[src/rtl/lsea_pkg.sv]
package lsea_pkg;
  typedef enum logic [1:0] {
    FORM_DISP      = 2'd0,
    FORM_INDEX     = 2'd1,
    FORM_DISP_UPD  = 2'd2,
    FORM_INDEX_UPD = 2'd3
  } ea_form_e;

  typedef enum logic [1:0] {
    SZ_BYTE     = 2'd0,
    SZ_HALF     = 2'd1,
    SZ_WORD     = 2'd2,
    SZ_WORD_ALT = 2'd3
  } acc_size_e;

  function automatic logic form_indexed(input ea_form_e f);
    return (f == FORM_INDEX) || (f == FORM_INDEX_UPD);
  endfunction

  function automatic logic form_update(input ea_form_e f);
    return (f == FORM_DISP_UPD) || (f == FORM_INDEX_UPD);
  endfunction
endpackage

[src/rtl/lsea_agen.sv]
module lsea_agen
  import lsea_pkg::*;
#(
  parameter int ADDR_W = 32,
  parameter int DISP_W = 16
) (
  input  logic [1:0]        form,
  input  logic [DISP_W-1:0] disp,
  input  logic [ADDR_W-1:0] base,
  input  logic [ADDR_W-1:0] index,
  input  logic              base_is_r0,
  output logic [ADDR_W-1:0] ea
);
  localparam int EXT_W = ADDR_W - DISP_W;

  function automatic logic [ADDR_W-1:0] widen_disp(input logic [DISP_W-1:0] d);
    return {{EXT_W{d[DISP_W-1]}}, d};
  endfunction

  logic [ADDR_W-1:0] base_term;
  logic [ADDR_W-1:0] add_term;

  assign base_term = base_is_r0 ? '0 : base;
  assign add_term  = form_indexed(ea_form_e'(form)) ? index : widen_disp(disp);
  assign ea        = base_term + add_term;
endmodule

[src/rtl/lsea_check.sv]
module lsea_check
  import lsea_pkg::*;
(
  input  logic [1:0] form,
  input  logic [1:0] size,
  input  logic [1:0] ea_lo,
  input  logic       base_is_r0,
  output logic       misalign,
  output logic       illegal,
  output logic       mem_en,
  output logic       wb_en
);
  function automatic logic off_grid(input acc_size_e sz, input logic [1:0] lo);
    case (sz)
      SZ_BYTE: return 1'b0;
      SZ_HALF: return lo[0];
      default: return |lo;
    endcase
  endfunction

  logic is_upd;
  assign is_upd   = form_update(ea_form_e'(form));
  assign misalign = off_grid(acc_size_e'(size), ea_lo);
  assign illegal  = is_upd & base_is_r0;
  assign mem_en   = ~misalign & ~illegal;
  assign wb_en    = is_upd & mem_en;
endmodule

[src/rtl/lsea_ldfmt.sv]
module lsea_ldfmt
  import lsea_pkg::*;
#(
  parameter int DATA_W = 32
) (
  input  logic [DATA_W-1:0]                 word,
  input  logic [$clog2(DATA_W/8)-1:0]       offs,
  input  logic [1:0]                        size,
  input  logic                              sgn,
  output logic [DATA_W-1:0]                 data
);
  localparam int NBYTE = DATA_W / 8;
  localparam int NHALF = DATA_W / 16;
  localparam int OFF_W = $clog2(NBYTE);

  logic [7:0]  byte_lane [NBYTE];
  logic [15:0] half_lane [NHALF];

  for (genvar b = 0; b < NBYTE; b++) begin : g_byte
    assign byte_lane[b] = word[DATA_W-1-8*b -: 8];
  end
  for (genvar h = 0; h < NHALF; h++) begin : g_half
    assign half_lane[h] = word[DATA_W-1-16*h -: 16];
  end

  function automatic logic [DATA_W-1:0] ext8(input logic [7:0] v, input logic s);
    return {{(DATA_W-8){s & v[7]}}, v};
  endfunction

  function automatic logic [DATA_W-1:0] ext16(input logic [15:0] v, input logic s);
    return {{(DATA_W-16){s & v[15]}}, v};
  endfunction

  logic [7:0]  sel_byte;
  logic [15:0] sel_half;
  assign sel_byte = byte_lane[offs];
  assign sel_half = half_lane[offs[OFF_W-1:1]];

  always_comb begin
    case (acc_size_e'(size))
      SZ_BYTE: data = ext8(sel_byte, sgn);
      SZ_HALF: data = ext16(sel_half, sgn);
      default: data = word;
    endcase
  end
endmodule

[src/rtl/lsea_unit.sv]
module lsea_unit
  import lsea_pkg::*;
#(
  parameter int ADDR_W = 32,
  parameter int DISP_W = 16,
  parameter int DATA_W = 32
) (
  input  logic                        clk,
  input  logic                        rst_n,
  input  logic                        req_valid,
  input  logic [1:0]                  req_form,
  input  logic [1:0]                  req_size,
  input  logic [DISP_W-1:0]           req_disp,
  input  logic [ADDR_W-1:0]           req_base,
  input  logic [ADDR_W-1:0]           req_index,
  input  logic                        req_base_is_r0,
  output logic                        rsp_valid,
  output logic [ADDR_W-1:0]           rsp_ea,
  output logic                        rsp_mem_en,
  output logic                        rsp_wb_en,
  output logic                        rsp_misalign,
  output logic                        rsp_illegal,
  input  logic                        fmt_valid,
  input  logic [DATA_W-1:0]           fmt_word,
  input  logic [$clog2(DATA_W/8)-1:0] fmt_offs,
  input  logic [1:0]                  fmt_size,
  input  logic                        fmt_signed,
  output logic                        fmt_rvalid,
  output logic [DATA_W-1:0]           fmt_data
);
  logic [ADDR_W-1:0] ea_c;
  logic              mis_c, ill_c, mem_c, wb_c;
  logic [DATA_W-1:0] fmt_c;

  lsea_agen #(.ADDR_W(ADDR_W), .DISP_W(DISP_W)) u_agen (
    .form(req_form), .disp(req_disp), .base(req_base), .index(req_index),
    .base_is_r0(req_base_is_r0), .ea(ea_c)
  );

  lsea_check u_check (
    .form(req_form), .size(req_size), .ea_lo(ea_c[1:0]),
    .base_is_r0(req_base_is_r0), .misalign(mis_c), .illegal(ill_c),
    .mem_en(mem_c), .wb_en(wb_c)
  );

  lsea_ldfmt #(.DATA_W(DATA_W)) u_fmt (
    .word(fmt_word), .offs(fmt_offs), .size(fmt_size), .sgn(fmt_signed),
    .data(fmt_c)
  );

  always_ff @(posedge clk or negedge rst_n) begin
    if (!rst_n) begin
      rsp_valid    <= 1'b0;
      rsp_ea       <= '0;
      rsp_mem_en   <= 1'b0;
      rsp_wb_en    <= 1'b0;
      rsp_misalign <= 1'b0;
      rsp_illegal  <= 1'b0;
      fmt_rvalid   <= 1'b0;
      fmt_data     <= '0;
    end else begin
      rsp_valid    <= req_valid;
      rsp_mem_en   <= req_valid & mem_c;
      rsp_wb_en    <= req_valid & wb_c;
      rsp_misalign <= req_valid & mis_c;
      rsp_illegal  <= req_valid & ill_c;
      if (req_valid) rsp_ea <= ea_c;
      fmt_rvalid   <= fmt_valid;
      if (fmt_valid) fmt_data <= fmt_c;
    end
  end

  // response timing follows the request strobe
  a_r7_rsp_follows_req: assert property (@(posedge clk) disable iff (!rst_n)
    req_valid |=> rsp_valid);
  a_r7_no_spurious_rsp: assert property (@(posedge clk) disable iff (!rst_n)
    !req_valid |=> !rsp_valid && !rsp_mem_en && !rsp_wb_en && !rsp_misalign && !rsp_illegal);
  // an alignment fault blocks memory and write-back
  a_r5_misalign_blocks: assert property (@(posedge clk) disable iff (!rst_n)
    rsp_misalign |-> !rsp_mem_en && !rsp_wb_en);
  // an illegal update never writes back
  a_r6_illegal_blocks: assert property (@(posedge clk) disable iff (!rst_n)
    rsp_illegal |-> !rsp_wb_en && !rsp_mem_en);
  // only update forms write back
  a_r4_wb_only_update: assert property (@(posedge clk) disable iff (!rst_n)
    req_valid && !req_form[1] |=> !rsp_wb_en);
  // a register-zero base in displacement form yields the bare displacement
  a_r2_zero_base: assert property (@(posedge clk) disable iff (!rst_n)
    req_valid && req_base_is_r0 && !req_form[0] |=>
      rsp_ea == {{(ADDR_W-DISP_W){$past(req_disp[DISP_W-1])}}, $past(req_disp)});
  // an unsigned byte load leaves the upper bits clear
  a_r8_byte_zext: assert property (@(posedge clk) disable iff (!rst_n)
    fmt_valid && !fmt_signed && fmt_size == 2'd0 |=> fmt_data[DATA_W-1:8] == '0);
  // formatted data strobe follows its input strobe
  a_r10_fmt_follows: assert property (@(posedge clk) disable iff (!rst_n)
    fmt_valid |=> fmt_rvalid);
endmodule

[config.mk]
export PLATFORM = sky130hd
export DESIGN_NAME = lsea_unit
export DESIGN_NICKNAME = d
export VERILOG_FILES = /design/src/rtl/lsea_pkg.sv /design/src/rtl/lsea_agen.sv /design/src/rtl/lsea_check.sv /design/src/rtl/lsea_ldfmt.sv /design/src/rtl/lsea_unit.sv
export SDC_FILE = /design/constraint.sdc
export NUM_CORES = 1
export LEC_CHECK = 0
export ABC_AREA = 1
export ABC_CLOCK_PERIOD_IN_PS = 1600
export BUFFER_PORTS_ARGS = -buffer_cell sky130_fd_sc_hd__buf_2
export CAP_MARGIN = 5
export CELL_PAD_IN_SITES_DETAIL_PLACEMENT = 2
export CELL_PAD_IN_SITES_GLOBAL_PLACEMENT = 2
export CORE_MARGIN = 5
export CORE_UTILIZATION = 29
export CTS_BUF_LIST = sky130_fd_sc_hd__clkbuf_8
export CTS_CLUSTER_DIAMETER = 60
export DETAILED_ROUTE_END_ITERATION = 12
export GPL_ROUTABILITY_DRIVEN = 0
export GPL_TIMING_DRIVEN = 0
export PLACE_DENSITY = 0.9
export SLEW_MARGIN = 0
export SYNTH_ARGS = -nofsm -noshare
export SYNTH_HDL_FRONTEND = slang
export SYNTH_SLANG_ARGS = --single-unit
[constraint.sdc]
create_clock -name clk -period 1.6 [get_ports clk]
set_input_delay 0 -clock clk [delete_from_list [all_inputs] [get_ports clk]]
set_output_delay 0 -clock clk [all_outputs]
set_load 0.005 [all_outputs]
==> summary.txt, run 1 <==
Worst setup path
  – Setup crit end: rsp_ea[28]
  – Crit path capture type: flop
  – Crit path max fanout: 10
  – CP Class: in2reg
  – Origin of the critical flop-to-flop path: rsp_ea[10]
  – CP Data Required Time: 1.85 ns
  – Worst R2R Setup Slack: 0.82 ns
  – CP startpoint: req_base_is_r0
  – Reg2Reg Depth: 2
  – Worst Setup Start Kind: input pin
  – FF-to-FF End: rsp_ea[10]
  – Worst EP arrival: 1.97 ns

Layout
  – Core Util, Final: 41.6%
  – FF/Latch Area: 0.00175 sq mm
  – # nets final: 1396
  – Layout cell share with drive strength beyond 1: 32.6%
  – Post-route insts no fill: 1518
  – Post-route cell area: 0.00869 sq mm
  – FILL cells: 2565
  – Area of the multi-input gates: 0.00420 sq mm
  – Diode count: 0
  – Synthesis-to-layout area growth: 42.4%

Clock tree
  – Number of clock buffers inserted by TritonCTS: 9
  – Clock buffer depth: 2
  – Worst skew pair latency: 0.35 ns
  – Clk sinks: 70
  – H-tree levels: 3
  – CTS Root Cell: clkbuf_8
  – Clock Pin Slew Worst Setup and Hold Paths: 0.08 ns
  – TritonCTS clock tree: yes

Yosys
  – Synth Area in Simple Gates: 35.0%
  – Synth Area in Compound Gates: 13.1%
  – Syn Area/Cell: 6.05 sq um
  – Largest family of logic cells by synthesized area: simple AND/OR/NAND/NOR gates
  – Synthesized flop and latch total: 70
  – XOR/XNOR share of the synthesized area: 2.15%
  – Syn_nets: 1166
  – Yosys warning count: 0
  – Mapped Cells: 1008
  – Register area share after synthesis: 28.7%
  – Adder-cell share of the synthesized area: 6.69%
  – Mux share of post-synthesis cell area: 0%
  – Cell area after synthesis: 0.00610 sq mm
  – Netlist cell types: 38

GRT
  – Initial antenna violation count: 0
  – GRT Total Usage: 21.4%
  – Grt ovf: 0
  – Global-route wire length before repair: 41400 microns
  – Largest net degree at the start of global routing: 70
  – Vias in the first global route: 8011

Route
  – 1st-iter DRT viols: 357
  – Via density: 5.08
  – Routed Antenna Nets: 0
  – Drt first pass iters: 5
  – DR WL/cell: 22.0 microns
  – Via count: 7715
  – Final wirelength: 33500 microns
  – DRC: 0

Power and ir drop
  – PwrDens: 733 mW/mm^2
  – Leakage: 4.86 nW
  – Max IR drop VDD: 0.274 mV
  – Power consumption: 6.37 mW

Timing
  – Slew @ Worst Pin: 0.552 ns
  – Skew final: 0 ns
  – Final Critical Period: 1.72 ns
  – Final Hold Fails: 0
  – FMAX: 581 MHz
  – Slew Limit Headroom: 63.2%
  – Max Slew Vio Count: 0
  – Final period util: 108%
  – Endpoints failing setup: 15
  – Worst hold margin: 0.0237 ns
  – Worst setup margin: -0.120 ns
  – Unrepaired setup endpoints after global routing: true

Placement
  – Port bufs: 193
  – DP Wirelength: 22000 microns
  – Post-DP Area: 0.00764 sq mm
  – Placed cell count: 1477

Outcome
  – Status: finished, violations left
  – Failing checks: negative setup slack

Min path
  – Hold_sp: fmt_word[7]
  – Worst hold path type: in2reg

Floorplan
  – Core Rows: 53
  – Die Ht: 155 microns
  – IO Count: 196
  – Die width: 155 microns
  – CORE AREA: 0.0209 sq mm
  – Initial core utilization: 29.2%
  – Die area: 0.0240 sq mm

Flow run
  – Max Cap Viol: 0
==> metrics by stage <==
stage	worst slack, ns	setup TNS, ns
6_report	-0.120	-0.869
5_1_grt	-0.206	-2.40
4_1_cts	0.00249	0
3_5_place_dp	-0.606	-14.91
3_3_place_gp	-0.593	-12.87
2_1_floorplan	-0.132	-0.755
==> Yosys cell counts (all sizes together) <==
library cell	instances	area, sq um
dfrtp	70	1750
nor2	78	300
a21oi	36	180
a221oi	1	8.76
a31oi	1	6.26
o211ai	1	7.51
buf	8	52.6
nor3	5	30.0
a22oi	7	52.6
clkbuf	22	82.6
nand2	388	1470
fa	1	20.0
o21a	1	7.51
o21ai	63	319
clkinv	1	3.75
inv	195	732
o22ai	16	163
o2111ai	1	26.3
nor3b	1	7.51
a21o	1	7.51
xnor2	15	131
o21bai	3	22.5
nand3b	4	30.0
nand3	53	270
and2	1	6.26
ha	31	388
nand4	4	25.0
==> worst max-delay path: stages <==
cell,delay [ns]
buf_6,0.13
clkbuf_8,0.17
nor2_1,0.25
ha_4,0.29
nand2_1,0.17
inv_1,0.11
a21oi_1,0.19
nand2_1,0.12
a21oi_2,0.21
nand3_1,0.15
nand3_2,0.12
nand2_1,0.06
==> layer usage <==
| metal | track usage [%] | vias to the layer above | share of wire (%) |
|---|---|---|---|
| li1 | - | 3547 | - |
| met1 | 25.5 | 3876 | 40 |
| met2 | 40.1 | 231 | 53 |
| met3 | 2.73 | 61 | 3.9 |
| met4 | 5.72 | 0 | 3.0 |
| met5 | 0 | - | 0 |
==> logic make-up after synthesis <==
group	after synthesis
buffers and inverters	226
flip-flops	70
adder cells (fa/ha/maj)	32
XOR/XNOR	15
AND/OR/NAND/NOR	534
AO/OA/AOI/OAI	131
==> worst min-delay path by stage <==
| stage | slack [ns] | cells past startpoint | end |
|---|---|---|---|
| CTS | 0.003 | 3 | fmt_data[7] |
| finish | 0.02 | 3 | fmt_data[7] |
| floorplan | -0.30 | 0 | fmt_data[0] |
| global placement | 0.17 | 1 | rsp_valid |
| detailed placement | -0.20 | 1 | fmt_data[10] |
| global route | 0.02 | 3 | fmt_data[7] |
==> flip-flops by register name, summed over array words and instances (netlist names) <==
signal	cells
rsp_misalign	1
rsp_ea	32
fmt_data	32
rsp_wb_en	1
rsp_illegal	1
fmt_rvalid	1
rsp_valid	1
rsp_mem_en	1
==> power breakdown <==
part / leakage (nW) / internal, mW / total, mW / switching (mW)
Combinational: 3.93 / 1.10 / 2.83 / 1.73
Clock: 0.0899 / 0.600 / 1.34 / 0.737
Sequential: 0.836 / 2.02 / 2.20 / 0.181
==> cells in the final DEF, fill, tap and decap left out, drive strengths merged <==
| master | Yosys | routed |
|---|---|---|
| and2 | 1 | 1 |
| dfrtp | 70 | 70 |
| fa | 1 | 1 |
| o211ai | 1 | 1 |
| dlygate4sd3 | 0 | 8 |
| nand3 | 53 | 53 |
| o2111ai | 1 | 1 |
| o21a | 1 | 1 |
| o21ai | 63 | 63 |
| o22ai | 16 | 16 |
| o21bai | 3 | 3 |
| nand2 | 388 | 388 |
| a31oi | 1 | 1 |
| inv | 195 | 197 |
| a21o | 1 | 1 |
| a22oi | 7 | 7 |
| clkinvlp | 0 | 2 |
| nor3 | 5 | 5 |
| nand3b | 4 | 4 |
| ha | 31 | 31 |
| xnor2 | 15 | 15 |
| nor3b | 1 | 1 |
| clkbuf | 22 | 26 |
| clkinv | 1 | 3 |
| buf | 8 | 225 |
| a21oi | 36 | 36 |
| a221oi | 1 | 1 |
| nor2 | 78 | 78 |
| nand4 | 4 | 4 |
==> cell type report <==
cell class                      instances  share of cell area (%)
Sequential cell                        70                    20.2
Tap cell                              275                    3.96
Inverter                              196                    8.61
Multi-Input combinational cell        712                    48.4
Timing Repair Buffer                  219                    14.3
Clock inverter                          6                   0.432
Buffer                                 30                    2.55
Clock buffer                           10                    1.58
==> repair_timing <==
action                                 CTS  global route
endpoints found under the hold margin   76             1
pin swaps                                5            27
setup endpoints to repair               26            22
gates resized for setup                 45           118
hold buffers                             7             1
setup buffers                            2            14
gates cloned                             0             1
Note: power is estimated with default switching activity, not from simulation.
==> inputs of run 2 (changes only) <==
==> constraint.sdc (replaced) <==
create_clock -name clk -period 1.6 [get_ports clk]
set_input_delay 0.08 -clock clk [delete_from_list [all_inputs] [get_ports clk]]
set_output_delay 0.08 -clock clk [all_outputs]
set_load 0.005 [all_outputs]
==> summary.txt, run 2 (same netlist as run 1, synthesis figures left out) <==
Outcome
  – Status: finished, violations left (unchanged)
  – Failing checks: negative setup slack (unchanged)

Worst setup path
  – Worst Setup Start Kind: input pin (unchanged)
  – Most used cell, CP: nand2_1 (unchanged)
  – Crit path capture type: flop (unchanged)
  – CP peak stage delay: 0.34 ns (was 0.29 ns)
  – Crit path max fanout: 6 (was 10)
  – Crit path cell chain: buf_12 -> clkinv_8 -> buf_12 -> nand2_1 -> nand2_1 -> ha_4 -> nand2_2 -> nor2_2 -> nand2_1 -> nand3_2 -> nand2_2 -> nand2_4 -> nand2_1 -> nand2_1 -> nand2_1 -> nand3_1 -> nand2_1 (was buf_6 -> clkbuf_8 -> nor2_1 -> ha_4 -> nand2_1 -> inv_1 -> a21oi_1 -> nand2_1 -> a21oi_2 -> nand3_1 -> nand3_2 -> nand2_1)
  – Worst EP arrival: 2.06 ns (was 1.97 ns)
  – CP Class: in2reg (unchanged)
  – Slowest-stage cell, CP: ha_4 (unchanged)
  – CP Data Required Time: 1.84 ns (was 1.85 ns)

Clock tree
  – TritonCTS clock tree: yes (unchanged)
  – H-tree levels: 3 (unchanged)
  – Clock buffer depth: 2 (unchanged)
  – Clock Pin Slew Worst Setup and Hold Paths: 0.08 ns (about the same)
  – Worst skew pair latency: 0.35 ns (about the same)
  – Clk sinks: 70 (unchanged)
  – Number of clock buffers inserted by TritonCTS: 9 (unchanged)
  – CTS Root Cell: clkbuf_8 (unchanged)

Power and ir drop
  – Leakage: 4.95 nW (was 4.86 nW)
  – Clock power frac: 23.9% (was 21.0%)
  – Logic pwr share: 43.4% (was 44.4%)
  – Sw Pwr: 2.70 mW (was 2.64 mW)
  – Switch share: 39.6% (was 41.5%)
  – Seq pwr share: 32.6% (was 34.6%)
  – Int Pwr: 4.11 mW (was 3.72 mW)
  – PwrDens: 757 mW/mm^2 (was 733 mW/mm^2)
  – Max IR drop VDD: 0.336 mV (was 0.274 mV)

GRT
  – Global-route wire length before repair: 42200 microns (was 41400 microns)
  – GRT Total Usage: 21.8% (was 21.4%)
  – Grt ovf: 0 (unchanged)
  – Largest net degree at the start of global routing: 48 (was 70)
  – Vias in the first global route: 8200 (was 8011)
  – Initial antenna violation count: 0 (unchanged)

Layout
  – Core Util, Final: 43.1% (was 41.6%)
  – Most frequent cells in the layout: nand2_1 (323), buf_2 (198), inv_1 (178) (was nand2_1 (342), buf_2 (198), inv_1 (180))
  – Layout cell share with drive strength beyond 1: 36.5% (was 32.6%)
  – Diode count: 0 (unchanged)
  – # nets final: 1402 (was 1396)
  – Synthesis-to-layout area growth: 47.5% (was 42.4%)
  – Most common cell after layout, fill and taps aside: nand2_1 (unchanged)
  – Largest regs: fmt_data: 32 flops, rsp_ea: 32 flops (unchanged)

Timing
  – Final Hold Fails: 0 (unchanged)
  – Slew Limit Headroom: 56.9% (was 63.2%)
  – Max Slew Vio Count: 0 (unchanged)
  – Final period util: 114% (was 108%)
  – Worst hold margin: 0.107 ns (was 0.0237 ns)
  – Final Critical Period: 1.83 ns (was 1.72 ns)
  – Slew @ Worst Pin: 0.647 ns (was 0.552 ns)
  – Unrepaired setup endpoints after global routing: true (unchanged)
  – FMAX: 547 MHz (was 581 MHz)
  – Worst setup margin: -0.227 ns (was -0.120 ns)
  – Endpoints failing setup: 26 (was 15)
  – Skew final: 0 ns (unchanged)

Floorplan
  – Core Rows: 53 (unchanged)
  – Die area: 0.0240 sq mm (unchanged)
  – Initial core utilization: 29.2% (unchanged)
  – Die Ht: 155 microns (unchanged)
  – Die width: 155 microns (unchanged)
  – IO Count: 196 (unchanged)
  – CORE AREA: 0.0209 sq mm (unchanged)

Route
  – Final wirelength: 33100 microns (was 33500 microns)
  – Routed Antenna Nets: 0 (unchanged)
  – Via density: 5.01 (was 5.08)
  – DRC: 0 (unchanged)
  – DR WL/cell: 21.7 microns (was 22.0 microns)
  – 1st-iter DRT viols: 259 (was 357)
  – Drt first pass iters: 6 (was 5)
  – Via count: 7640 (was 7715)

Min path
  – Worst hold path type: in2reg (unchanged)

Flow run
  – Max Cap Viol: 0 (unchanged)

Placement
  – Port bufs: 193 (unchanged)
  – DP Wirelength: 22100 microns (was 22000 microns)
  – Pre-CTS setup slack: -0.740 ns (was -0.606 ns)
[run 2: cell count changes in the layout (fill, tap and decap cells not counted), sizes merged]
| cell | delta |
|---|---|
| bufinv | +2 |
| buf | +10 |
| clkinv | -1 |
| clkinvlp | -1 |
| dlygate4sd3 | -4 |
[run 2: metal layers]
metal  up-vias  share of wire, %  GRT usage, %
met5         -                 0             0
met4         0               3.1          6.39
met3        55               4.5          2.92
met1      3780                41          26.0
li1       3557                 -             -
met2       248                52          40.5
[run 2: power groups by stage]
| stage | Combinational, mW | Clock (mW) | Sequential [mW] |
|---|---|---|---|
| finish | 2.96 | 1.63 | 2.22 |
| global route | 3.19 | 1.74 | 2.25 |
| CTS | 2.44 | 1.69 | 2.20 |
| detailed placement | 2.33 | 0 | 2.24 |
| global placement | 2.21 | 0 | 2.23 |
| floorplan | 1.30 | 0 | 2.21 |
[run 2: stage by stage]
step | total power [mW] | instances | area (sq um) | setup TNS, ns
floorplan | 3.51 | 1008 | 6490 | -1.87
global placement | 4.44 | 1476 | 7800 | -14.00
detailed placement | 4.57 | 1477 | 7830 | -17.28
CTS | 6.34 | 1503 | 8330 | -0.0881
global route | 7.18 | 1524 | 9000 | -4.60
finish | 6.82 | 1524 | 9000 | -2.68
[run 2: cell type report]
class / instances / area (sq um)
clock buffer: 10 / 138
inverter: 196 / 748
clock inverter: 6 / 85.1
fill: 2566 / 11900
multi-input combinational: 712 / 4440
buffer: 30 / 221
tap: 275 / 344
sequential: 70 / 1750
timing repair buffer: 225 / 1270
[run 2: final timing paths]
check                             start           end  slack [ns]  cells past startpoint
hold reg to reg               rsp_ea[1]     rsp_ea[1]        0.48                      2
setup reg to reg             rsp_ea[10]    rsp_ea[10]        0.75                      2
max in group asynchronous         rst_n     rsp_ea[1]        0.86                      3
min in group asynchronous         rst_n  fmt_data[15]        0.20                      2
setup / recovery            req_form[0]    rsp_ea[30]       -0.23                     17
hold / removal             fmt_word[15]  fmt_data[15]        0.11                      3
[run 2: worst max-delay path, delay by kind of cell]
| family | cells | cell delay (ns) |
|---|---|---|
| simple gates | 13 | 1.30 |
| fa+ha+maj | 1 | 0.34 |
| buf+inv | 3 | 0.31 |
[run 2: what timing repair did]
action,CTS,global route
pin swaps,17,39
hold buffers,4,0
buffers inserted,6,20
hold endpoints to repair,68,0
gates resized for setup,50,137
setup endpoints to repair,27,23
cloned,0,1
==> inputs of run 3 (changes only) <==
--- a/config.mk
+++ b/config.mk
@@ -6,19 +6,19 @@
 export NUM_CORES = 1
 export LEC_CHECK = 0
 export ABC_AREA = 1
-export ABC_CLOCK_PERIOD_IN_PS = 1600
-export BUFFER_PORTS_ARGS = -buffer_cell sky130_fd_sc_hd__buf_2
+export ABC_CLOCK_PERIOD_IN_PS = 1500
+export BUFFER_PORTS_ARGS = -buffer_cell sky130_fd_sc_hd__buf_4
 export CAP_MARGIN = 5
 export CELL_PAD_IN_SITES_DETAIL_PLACEMENT = 2
 export CELL_PAD_IN_SITES_GLOBAL_PLACEMENT = 2
 export CORE_MARGIN = 5
-export CORE_UTILIZATION = 29
+export CORE_UTILIZATION = 24
 export CTS_BUF_LIST = sky130_fd_sc_hd__clkbuf_8
 export CTS_CLUSTER_DIAMETER = 60
 export DETAILED_ROUTE_END_ITERATION = 12
 export GPL_ROUTABILITY_DRIVEN = 0
 export GPL_TIMING_DRIVEN = 0
-export PLACE_DENSITY = 0.9
+export PLACE_DENSITY = 0.8
 export SLEW_MARGIN = 0
 export SYNTH_ARGS = -nofsm -noshare
 export SYNTH_HDL_FRONTEND = slang
==> constraint.sdc (replaced) <==
create_clock -name clk -period 1.5 [get_ports clk]
set_input_delay 0.075 -clock clk [delete_from_list [all_inputs] [get_ports clk]]
set_output_delay 0.075 -clock clk [all_outputs]
set_load 0.005 [all_outputs]
==> summary.txt, run 3 (same netlist as run 1, synthesis figures left out) <==
Placement
  – DP Wirelength: 22100 microns (about the same)
  – Placed cell count: 1531 (was 1477)
  – Port bufs: 193 (unchanged)
  – Pre-CTS setup slack: -0.894 ns (was -0.740 ns)
  – Post-DP Area: 0.00839 sq mm (was 0.00783 sq mm)

Layout
  – Most frequent cells in the layout: nand2_1 (310), buf_4 (227), inv_1 (176) (was nand2_1 (323), buf_2 (198), inv_1 (178))
  – # nets final: 1408 (was 1402)
  – Post-route cell area: 0.00979 sq mm (was 0.00900 sq mm)
  – Diode count: 0 (unchanged)
  – Synthesis-to-layout area growth: 60.5% (was 47.5%)
  – Largest regs: fmt_data: 32 flops, rsp_ea: 32 flops (unchanged)
  – Post-route insts no fill: 1585 (was 1524)
  – Layout cell share with drive strength beyond 1: 39.8% (was 36.5%)
  – FILL cells: 2986 (was 2566)
  – Most common cell after layout, fill and taps aside: nand2_1 (unchanged)

Timing
  – Slew Limit Headroom: 37.9% (was 56.9%)
  – Worst hold margin: 0.0246 ns (was 0.107 ns)
  – Slew @ Worst Pin: 0.931 ns (was 0.647 ns)
  – Skew final: 0 ns (unchanged)
  – Endpoints failing setup: 22 (was 26)
  – Worst setup margin: -0.210 ns (was -0.227 ns)
  – Final period util: 114%
  – Final Critical Period: 1.71 ns
  – Max Slew Vio Count: 0 (unchanged)
  – Unrepaired setup endpoints after global routing: true (unchanged)
  – Final Hold Fails: 0 (unchanged)
  – FMAX: 585 MHz

Route
  – DRC: 0 (unchanged)
  – DR WL/cell: 18.7 microns (was 21.7 microns)
  – Via count: 7440 (was 7640)
  – Via density: 4.69 (was 5.01)
  – Final wirelength: 29600 microns (was 33100 microns)
  – Routed Antenna Nets: 0 (unchanged)
  – 1st-iter DRT viols: 318 (was 259)
  – Drt first pass iters: 4 (was 6)

GRT
  – Largest net degree at the start of global routing: 71 (was 48)
  – Met2 Use GR: 33.8% (was 40.5%)
  – Grt ovf: 0 (unchanged)
  – Grt met3 use: 2.84% (was 2.92%)
  – Vias in the first global route: 8107 (was 8200)
  – Global-route wire length before repair: 42000 microns (was 42200 microns)
  – GRT Total Usage: 18.3% (was 21.8%)
  – GRT busiest layer: met2 (unchanged)
  – Met1 Use GR: 22.3% (was 26.0%)
  – Initial antenna violation count: 0 (unchanged)

Clock tree
  – Clock buffer depth: 2 (unchanged)
  – Number of clock buffers inserted by TritonCTS: 9 (unchanged)
  – Clk sinks: 70 (unchanged)
  – CTS Root Cell: clkbuf_8 (unchanged)
  – H-tree levels: 3 (unchanged)
  – Worst skew pair latency: 0.34 ns (was 0.35 ns)
  – Clock Pin Slew Worst Setup and Hold Paths: 0.08 ns (about the same)
  – TritonCTS clock tree: yes (unchanged)

Flow run
  – Max Cap Viol: 0 (unchanged)

Power and ir drop
  – PwrDens: 747 mW/mm^2 (was 757 mW/mm^2)
  – Power consumption: 7.31 mW (was 6.82 mW)
  – Leakage: 5.17 nW (was 4.95 nW)
  – Max IR drop VDD: 0.342 mV (was 0.336 mV)

Outcome
  – Failing checks: negative setup slack (unchanged)
  – Status: finished, violations left (unchanged)

Min path
  – WHS Endpoint: rsp_mem_en (was fmt_data[15])
  – Hold_sp: req_size[1] (was fmt_word[15])
  – Hold Path Cell Cnt: 4 (was 3)
  – Worst hold path type: in2reg (unchanged)

Worst setup path
  – Crit path max fanout: 6 (unchanged)
  – Worst EP arrival: 1.99 ns (was 2.06 ns)
  – Crit path capture type: flop (unchanged)
  – FF-to-FF End: rsp_ea[13] (was rsp_ea[10])
  – CP Class: in2reg (unchanged)
  – Worst R2R Setup Slack: 0.76 ns (was 0.75 ns)
  – Reg2Reg Depth: 2 (unchanged)
  – Origin of the critical flop-to-flop path: rsp_ea[13] (was rsp_ea[10])
  – Worst Setup Start Kind: input pin (unchanged)
  – CP Data Required Time: 1.78 ns (was 1.84 ns)

Floorplan
  – CORE AREA: 0.0251 sq mm (was 0.0209 sq mm)
  – Die Ht: 169 microns (was 155 microns)
  – Initial core utilization: 24.3% (was 29.2%)
  – Die area: 0.0287 sq mm (was 0.0240 sq mm)
  – Core Rows: 58 (was 53)
  – Die width: 169 microns (was 155 microns)
  – IO Count: 196 (unchanged)
run 3: power by group:
part           switching [mW]  internal [mW]  leakage (nW)
clock                   0.806          0.771        0.0956
sequential              0.208           2.16         0.836
combinational            1.84           1.54          4.24
total                    2.85           4.46          5.17
run 3: final cells by class:
| type | instances | area (sq um) | share of cell area (%) |
|---|---|---|---|
| Multi-Input combinational cell | 712 | 4650 | 47.5 |
| Timing Repair Buffer | 232 | 1770 | 18.1 |
| Sequential cell | 70 | 1750 | 17.9 |
| Inverter | 196 | 748 | 7.64 |
| Tap cell | 330 | 413 | 4.22 |
| Buffer | 29 | 264 | 2.70 |
| Clock buffer | 9 | 124 | 1.26 |
| Clock inverter | 7 | 72.6 | 0.741 |
run 3: through the flow:
step / util [%] / TNS [ns]
3_5_place_dp: 33.4 / -19.80
2_1_floorplan: - / -4.13
6_report: 39.0 / -2.27
4_1_cts: 36.2 / -0.829
5_1_grt: 39.0 / -4.00
3_3_place_gp: 33.4 / -18.46
run 3: how the worst max path moves through the flow:
| stage | start | end | slack, ns | depth (start not counted) |
|---|---|---|---|---|
| 6_report | req_form[0] | rsp_ea[20] | -0.21 | 16 |
| 5_1_grt | req_form[0] | rsp_ea[20] | -0.27 | 16 |
| 4_1_cts | req_form[0] | rsp_ea[22] | -0.08 | 16 |
| 3_5_place_dp | req_base_is_r0 | rsp_ea[16] | -0.89 | 13 |
| 3_3_place_gp | req_base_is_r0 | rsp_ea[28] | -0.83 | 13 |
| 2_1_floorplan | req_form[0] | rsp_ea[16] | -0.31 | 15 |
run 3: timing repair:
action / CTS / global route
hold buffers: 4 / 0
setup buffers: 10 / 23
setup endpoints to repair: 28 / 32
pin swaps: 23 / 38
endpoints found under the hold margin: 75 / 0
resized for setup: 84 / 141
gates cloned: 1 / 1
run 3: layer usage:
layer / share of wire, % / routed length [microns] / vias up
li1: - / - / 3568
met1: 42 / 12300 / 3631
met2: 51 / 15200 / 205
met3: 4.5 / 1340 / 36
met4: 2.5 / 742 / 0
met5: 0 / 0 / -
run 3: critical path: stages:
cell and delay, ns:
buf_12 0.10, clkinv_8 0.06, clkbuf_16 0.15, nand2_4 0.06
nand2_4 0.07, ha_4 0.17, fa_2 0.44, nand3_2 0.10
nand3_4 0.09, nand3_2 0.11, nand3_4 0.11, nand3_2 0.09
nand2_1 0.05, nand2_1 0.07, nand3_1 0.13, nand2_1 0.10
